File: src/rtl/spi_cst_pkg.sv
package spi_cst_pkg;

    typedef enum logic [1:0] {
        ST_IDLE  = 2'd0,
        ST_SETUP = 2'd1,
        ST_SHIFT = 2'd2,
        ST_HOLD  = 2'd3
    } cst_state_e;

    localparam int HALF_W = 3;

endpackage

File: src/rtl/spi_cst_delay_dec.sv
module spi_cst_delay_dec #(
    parameter bit IS_HOLD = 1'b0
) (
    input  logic [2:0]                       code_i,
    output logic [spi_cst_pkg::HALF_W-1:0]   half_o
);
    logic [2:0] three_clk;

    generate
        if (IS_HOLD) begin : g_hold
            assign three_clk = 3'd6;
        end else begin : g_setup
            assign three_clk = 3'd0;
        end
    endgenerate

    always_comb begin
        case (code_i)
            3'b000:  half_o = 3'd0;
            3'b001:  half_o = 3'd2;
            3'b010:  half_o = 3'd4;
            3'b011:  half_o = three_clk;
            3'b101:  half_o = 3'd1;
            3'b110:  half_o = 3'd3;
            default: half_o = 3'd0;
        endcase
    end

endmodule

File: src/rtl/spi_cst_tick_gen.sv
module spi_cst_tick_gen #(
    parameter int DIV = 2
) (
    input  logic clk,
    input  logic rst_n,
    input  logic run,
    output logic tick
);
    localparam int CW = (DIV > 1) ? $clog2(DIV) : 1;
    localparam logic [CW-1:0] LAST = CW'(DIV - 1);

    logic [CW-1:0] cnt_d, cnt_q;

    always_comb begin
        cnt_d = cnt_q;
        if (!run || cnt_q == LAST) begin
            cnt_d = '0;
        end else begin
            cnt_d = cnt_q + CW'(1);
        end
    end

    assign tick = run && (cnt_q == LAST);

    always_ff @(posedge clk) begin
        if (!rst_n) begin
            cnt_q <= '0;
        end else begin
            cnt_q <= cnt_d;
        end
    end

    generate
        if (DIV > 1) begin : g_gap_chk
            // half-period ticks never come back to back
            a_r11_tick_gap: assert property (@(posedge clk) disable iff (!rst_n)
                tick |=> !tick);
        end
    endgenerate

endmodule

File: src/rtl/spi_cst_engine.sv
module spi_cst_engine
    import spi_cst_pkg::*;
#(
    parameter int WORD_W = 8
) (
    input  logic              clk,
    input  logic              rst_n,
    input  logic              tick,
    input  logic              start,
    input  logic [WORD_W-1:0] tx_word,
    input  logic [HALF_W-1:0] setup_half,
    input  logic [HALF_W-1:0] hold_half,
    input  logic              cs_active_high,
    input  logic              lsb_first,
    input  logic              miso,
    output logic              busy,
    output logic              done,
    output logic              sck,
    output logic              mosi,
    output logic              sync,
    output logic [WORD_W-1:0] rx_word
);
    localparam int PW_RAW = $clog2(2 * WORD_W + 1);
    localparam int PW     = (PW_RAW < HALF_W) ? HALF_W : PW_RAW;
    localparam logic [PW-1:0] LAST_EDGE = PW'(2 * WORD_W - 1);

    typedef struct packed {
        cst_state_e        st;
        logic [PW-1:0]     ph;
        logic              sck;
        logic              done;
        logic              pol;
        logic              lsb;
        logic [HALF_W-1:0] setup;
        logic [HALF_W-1:0] hold;
        logic [WORD_W-1:0] tx;
        logic [WORD_W-1:0] rx;
        logic [WORD_W-1:0] rx_out;
    } eng_t;

    eng_t d, q;

    always_comb begin
        d      = q;
        d.done = 1'b0;
        case (q.st)
            ST_IDLE: begin
                d.ph = '0;
                if (start) begin
                    d.pol   = cs_active_high;
                    d.lsb   = lsb_first;
                    d.tx    = tx_word;
                    d.rx    = '0;
                    d.setup = setup_half;
                    d.hold  = hold_half;
                    d.st    = (setup_half == '0) ? ST_SHIFT : ST_SETUP;
                end
            end
            ST_SETUP: begin
                if (tick) begin
                    if (q.ph == PW'(q.setup) - PW'(1)) begin
                        d.ph = '0;
                        d.st = ST_SHIFT;
                    end else begin
                        d.ph = q.ph + PW'(1);
                    end
                end
            end
            ST_SHIFT: begin
                if (tick) begin
                    d.ph = q.ph + PW'(1);
                    if (!q.sck) begin
                        d.sck = 1'b1;
                        d.rx  = q.lsb ? WORD_W'({miso, q.rx} >> 1)
                                      : WORD_W'({q.rx, miso});
                    end else begin
                        d.sck = 1'b0;
                        if (q.ph == LAST_EDGE) begin
                            d.ph = '0;
                            if (q.hold == '0) begin
                                d.st     = ST_IDLE;
                                d.done   = 1'b1;
                                d.rx_out = q.rx;
                            end else begin
                                d.st = ST_HOLD;
                            end
                        end else begin
                            d.tx = q.lsb ? (q.tx >> 1) : (q.tx << 1);
                        end
                    end
                end
            end
            ST_HOLD: begin
                if (tick) begin
                    if (q.ph == PW'(q.hold) - PW'(1)) begin
                        d.ph     = '0;
                        d.st     = ST_IDLE;
                        d.done   = 1'b1;
                        d.rx_out = q.rx;
                    end else begin
                        d.ph = q.ph + PW'(1);
                    end
                end
            end
            default: d.st = ST_IDLE;
        endcase
    end

    always_ff @(posedge clk) begin
        if (!rst_n) begin
            q <= '{st: ST_IDLE, ph: '0, sck: 1'b0, done: 1'b0, pol: 1'b0,
                   lsb: 1'b0, setup: '0, hold: '0, tx: '0, rx: '0, rx_out: '0};
        end else begin
            q <= d;
        end
    end

    assign busy    = (q.st != ST_IDLE);
    assign done    = q.done;
    assign sck     = q.sck;
    assign mosi    = q.lsb ? q.tx[0] : q.tx[WORD_W-1];
    assign sync    = (q.st == ST_IDLE) ? ~cs_active_high : q.pol;
    assign rx_word = q.rx_out;

    // clock stays low outside a transfer
    a_r11_sck_idle_low: assert property (@(posedge clk) disable iff (!rst_n)
        (q.st == ST_IDLE) |-> !q.sck);

    // clock moves only on a half-period tick
    a_r11_sck_on_tick: assert property (@(posedge clk) disable iff (!rst_n)
        !tick |=> $stable(q.sck));

    // done lasts one cycle
    a_r9_done_single: assert property (@(posedge clk) disable iff (!rst_n)
        done |=> !done);

    // done coincides with busy falling
    a_r9_done_ends_busy: assert property (@(posedge clk) disable iff (!rst_n)
        done |-> (!busy && $past(busy)));

    // setup wait never exceeds the decoded count
    a_r2_setup_bound: assert property (@(posedge clk) disable iff (!rst_n)
        (q.st == ST_SETUP) |-> (q.ph < PW'(q.setup)));

    // hold wait never exceeds the decoded count
    a_r3_hold_bound: assert property (@(posedge clk) disable iff (!rst_n)
        (q.st == ST_HOLD) |-> (q.ph < PW'(q.hold)));

    // a start during the shift phase does not restart the word
    a_r10_no_restart: assert property (@(posedge clk) disable iff (!rst_n)
        (start && q.st == ST_SHIFT) |=> (q.st != ST_SETUP));

endmodule

File: src/rtl/spi_cs_timed_master.sv
module spi_cs_timed_master #(
    parameter int WORD_W = 8,
    parameter int DIV    = 2
) (
    input  logic              clk,
    input  logic              rst_n,
    input  logic              start,
    input  logic [WORD_W-1:0] tx_word,
    input  logic              rx_mode,
    input  logic [2:0]        tx_setup_code,
    input  logic [2:0]        tx_hold_code,
    input  logic [2:0]        rx_setup_code,
    input  logic [2:0]        rx_hold_code,
    input  logic              cs_active_high,
    input  logic              lsb_first,
    input  logic              miso,
    output logic              busy,
    output logic              done,
    output logic              sck,
    output logic              mosi,
    output logic              sync,
    output logic [WORD_W-1:0] rx_word
);
    import spi_cst_pkg::*;

    logic [2:0]        setup_code, hold_code;
    logic [HALF_W-1:0] setup_half, hold_half;
    logic              tick;

    assign setup_code = rx_mode ? rx_setup_code : tx_setup_code;
    assign hold_code  = rx_mode ? rx_hold_code  : tx_hold_code;

    spi_cst_delay_dec #(.IS_HOLD(1'b0)) setup_dec_i (
        .code_i (setup_code),
        .half_o (setup_half)
    );

    spi_cst_delay_dec #(.IS_HOLD(1'b1)) hold_dec_i (
        .code_i (hold_code),
        .half_o (hold_half)
    );

    spi_cst_tick_gen #(.DIV(DIV)) tick_i (
        .clk   (clk),
        .rst_n (rst_n),
        .run   (busy),
        .tick  (tick)
    );

    spi_cst_engine #(.WORD_W(WORD_W)) eng_i (
        .clk            (clk),
        .rst_n          (rst_n),
        .tick           (tick),
        .start          (start),
        .tx_word        (tx_word),
        .setup_half     (setup_half),
        .hold_half      (hold_half),
        .cs_active_high (cs_active_high),
        .lsb_first      (lsb_first),
        .miso           (miso),
        .busy           (busy),
        .done           (done),
        .sck            (sck),
        .mosi           (mosi),
        .sync           (sync),
        .rx_word        (rx_word)
    );

    // the decoded setup count never comes from the hold-only code
    a_r4_setup_011_zero: assert property (@(posedge clk) disable iff (!rst_n)
        (setup_code == 3'b011) |-> (setup_half == '0));

endmodule

File: config.mk
export PLATFORM = sky130hd
export DESIGN_NAME = spi_cs_timed_master
export DESIGN_NICKNAME = d
export VERILOG_FILES = /design/src/rtl/spi_cst_pkg.sv /design/src/rtl/spi_cst_delay_dec.sv /design/src/rtl/spi_cst_tick_gen.sv /design/src/rtl/spi_cst_engine.sv /design/src/rtl/spi_cs_timed_master.sv
export SDC_FILE = /design/constraint.sdc
export NUM_CORES = 1
export LEC_CHECK = 0
export ABC_AREA = 1
export ABC_CLOCK_PERIOD_IN_PS = 2200
export BUFFER_PORTS_ARGS = -buffer_cell sky130_fd_sc_hd__buf_2
export CELL_PAD_IN_SITES_DETAIL_PLACEMENT = 0
export CELL_PAD_IN_SITES_GLOBAL_PLACEMENT = 1
export CORE_MARGIN = 2
export CORE_UTILIZATION = 35
export DETAILED_ROUTE_END_ITERATION = 10
export GPL_TIMING_DRIVEN = 0
export PLACE_DENSITY_LB_ADDON = 0.1
export RECOVER_POWER = 50
export SYNTH_ARGS = -nofsm -noshare
export SYNTH_HDL_FRONTEND = slang
export SYNTH_HIERARCHICAL = 1
export SYNTH_SLANG_ARGS = --single-unit
export TNS_END_PERCENT = 5
File: constraint.sdc
create_clock -name clk -period 2.2 [get_ports clk]
set_clock_uncertainty 0.05 [all_clocks]
set_input_delay 0.44 -clock clk [delete_from_list [all_inputs] [get_ports clk]]
set_output_delay 0.44 -clock clk [all_outputs]
set_load 0.03 [all_outputs]
==> impl_metrics.yaml <==
detailed_routing:
  route.met2.wl_um: 2710
  drt-initial-drc-count: 99
  wl_met1_um: 3310
  route.detailed.drc: 0
  post_drt_wl_per_cell_um: 11.7
  vias: 2533
  vias_per_cell: 4.72
  drtPass1Iterations: 6
  antenna_left: 0
  wl_met3_um: 223
  routed_wl_um: 6290
  maxUsedRoutingLayer: "met4"
grt:
  grt_usage: 0.171
  grt_pass1_wl_um: 10800
  antenna_found_initial: 0
  gr-total-overflow: 0
  grt_pass1_vias: 2287
  grt_max_degree: 15
critical_path:
  r2r_slack_ps: 220
  cp_top_family: "simple AND/OR/NAND/NOR gates"
  cp_data_required_time_ps: 2350
  crit_fanout: 9
  crit_chain: "ha_1 > nand3_1 > inv_1 > ha_2 > inv_1 > nor3_2 > nand2_1 > nand2_4 > inv_2 > nor2_1 > nor2_1"
  path_buf_inv: 3
  cp-start-kind: "flop"
  r2r_end: "eng_i/rx_word[1]"
  crit_type: "flop to flop"
  ff2ff_path_depth: 11
  cp_slowest_cell: "dfxtp_2"
  arrival_ps: 2130
  r2r_start: "eng_i/q[34]"
  slowest_delay_ps: 420
  critPathCaptureType: "flop"
die:
  fp.dieH_um: 89.1
  initial_core_util: 0.355
  num_rows: 31
  boundaryPins: 40
  die-width_um: 89.1
  fp.dieArea_sq_um: 7940
  fp.coreArea_sq_um: 7140
clock_network:
  postCtsHoldBufs: 0
  path_clk_slew_ps: 80
  cts_buffer_depth: 2
  numCtsBuffers: 5
  cts_root_buf: "clkbuf_8"
  cts_sinks: 42
  cts_tree: "built"
  insertion_delay_ps: 300
  h-tree-depth: 2
  cts_setup_buffers: 0
synth:
  postSynthAreaPerCell_sq_um: 6.49
  yosys_warnings: 6
  synth.distinct_cells: 30
  synth_top_area_share: 0.332
  netlist_area_sq_um: 2540
  synthCells: 391
  synth_seq_cells: 42
  yosysSeqAreaShare: 0.332
  post-synth-top-area-cell: "dfxtp_1"
  synth_area_leaders: "dfxtp_1 33%, nand2_1 13%, o21ai_0 8.9%"
  synth_nets: 424
sta:
  rsz0062_at_grt: "false"
  finalCriticalPeriod_ps: 1980
  hold_violations: 0
  setup-tns-final_ps: 0
  fmax_mhz: 505
  min_period_over_period: 0.901
  tightest_slew_ps: 520
  slew_violations: 0
  relSlewSlack: 0.654
  finalSetupViolations: 0
cells_and_area:
  antennaDiodeCount: 0
  multi_input_area_sq_um: 1360
  seqCellArea_sq_um: 845
  nFillCells: 813
  drive_gt1_frac: 0.171
  area_growth_pct: 16.3
  fin_cells: 537
  fin_nets: 470
placed_design:
  dp.cells: 529
  post-dp-hpwl_um: 4770
  place_congestion: 0.790
  portBuffers: 39
job:
  cap_viol_max_count: 0
power:
  p_leak_nw: 1.44
  power_density_nw_per_um2: 934
  peakVddDrop_mv: 0.354
  finalPower_mw: 2.76
min_path:
  min_from: "tx_word[3]"
  hold_path.class: "input port to flop"
  hold_end: "eng_i/q[19]"
  hold_depth: 3
status:
  status: "complete, no violations"
layout by cell type (no fill, tap or decap), drive strengths merged, types with 2 or more instances in the layout:
master	n
clkbuf	23
nand2	90
inv	53
ha	6
nor3	5
buf	42
xor2	4
nand3	24
nor2	49
a31oi	8
a21oi	32
dfxtp	42
o2111ai	3
o21ai	50
nand3b	2
worst reg2reg max path, cell delays in order (launching register included):
cell,delay [ps]
dfxtp_2,420
ha_1,210
nand3_1,100
inv_1,80
ha_2,220
inv_1,110
nor3_2,190
nand2_1,110
nand2_4,130
inv_2,90
nor2_1,120
nor2_1,60
cells by family after synthesis:
group                      count (synthesis)  share of synthesized area
xor gates and xnor gates                   4                     0.0138
adders and majority gates                  6                     0.0296
buffers and inverters                     73                      0.129
DFF                                       42                      0.332
and+or+nand+nor                          171                      0.298
AOI/OAI and AO/OA                         95                      0.198
where the power goes:
part	internal (mW)	switching, mW
logic	0.355	0.736
registers	0.926	0.114
clock network	0.340	0.286
total	1.62	1.13
metrics by stage:
| stage | hold WS, ps | setup WS (ps) | util | cell area [sq um] |
|---|---|---|---|---|
| after floorplan | 353 | 303 | - | 2540 |
| after global placement | 363 | 95.3 | 0.400 | 2860 |
| after detailed placement | 363 | 50.9 | 0.400 | 2860 |
| after CTS | 338 | 39.0 | 0.416 | 2970 |
| after global routing | 342 | 16.8 | 0.413 | 2950 |
| final | 349 | 218 | 0.413 | 2950 |
cell type report:
type / count / share of cell area
multi-input combinational: 276 / 0.461
sequential: 42 / 0.286
inverter: 52 / 0.0662
timing repair buffer: 39 / 0.0615
buffer: 21 / 0.0445
tap: 99 / 0.0420
clock buffer: 5 / 0.0233
clock inverter: 3 / 0.0148
sequential cells by signal, summed over array words and instances, names as in the netlist:
name,cells
tick_i/cnt_q,1
eng_i/done,1
eng_i/rx_word,8
eng_i/sck,1
eng_i/q,31
Yosys cell counts (all sizes together):
cell / number
ha: 6
nor3: 5
a211oi: 1
nand4: 1
nand2: 90
o211ai: 1
nand3b: 2
dfxtp: 42
o21ai: 50
clkbuf: 6
a21oi: 32
a31oi: 8
nor2: 49
xor2: 4
o2111ai: 3
inv: 52
buf: 15
nand3: 24
repair_timing:
item                       in CTS  in global routing
hold endpoints to repair        0                  0
setup endpoints to repair       0                 12
resized for setup               0                  6
metal layers:
layer / up-vias / global-route usage
met5: - / 0
met1: 1132 / 0.246
met2: 46 / 0.265
met3: 6 / 0.0360
met4: 0 / 0.0366
li1: 1349 / -
how the worst max path moves through the flow:
stage / from / end / cells past startpoint
after global placement: eng_i/q[34] / eng_i/rx_word[2] / 11
final: eng_i/q[34] / eng_i/rx_word[1] / 11
after global routing: eng_i/q[34] / eng_i/q[39] / 11
after floorplan: eng_i/q[39] / sync / 3
after CTS: eng_i/q[34] / eng_i/rx_word[1] / 11
after detailed placement: eng_i/q[34] / eng_i/rx_word[1] / 11
Note: power is estimated with default switching activity, not from simulation.
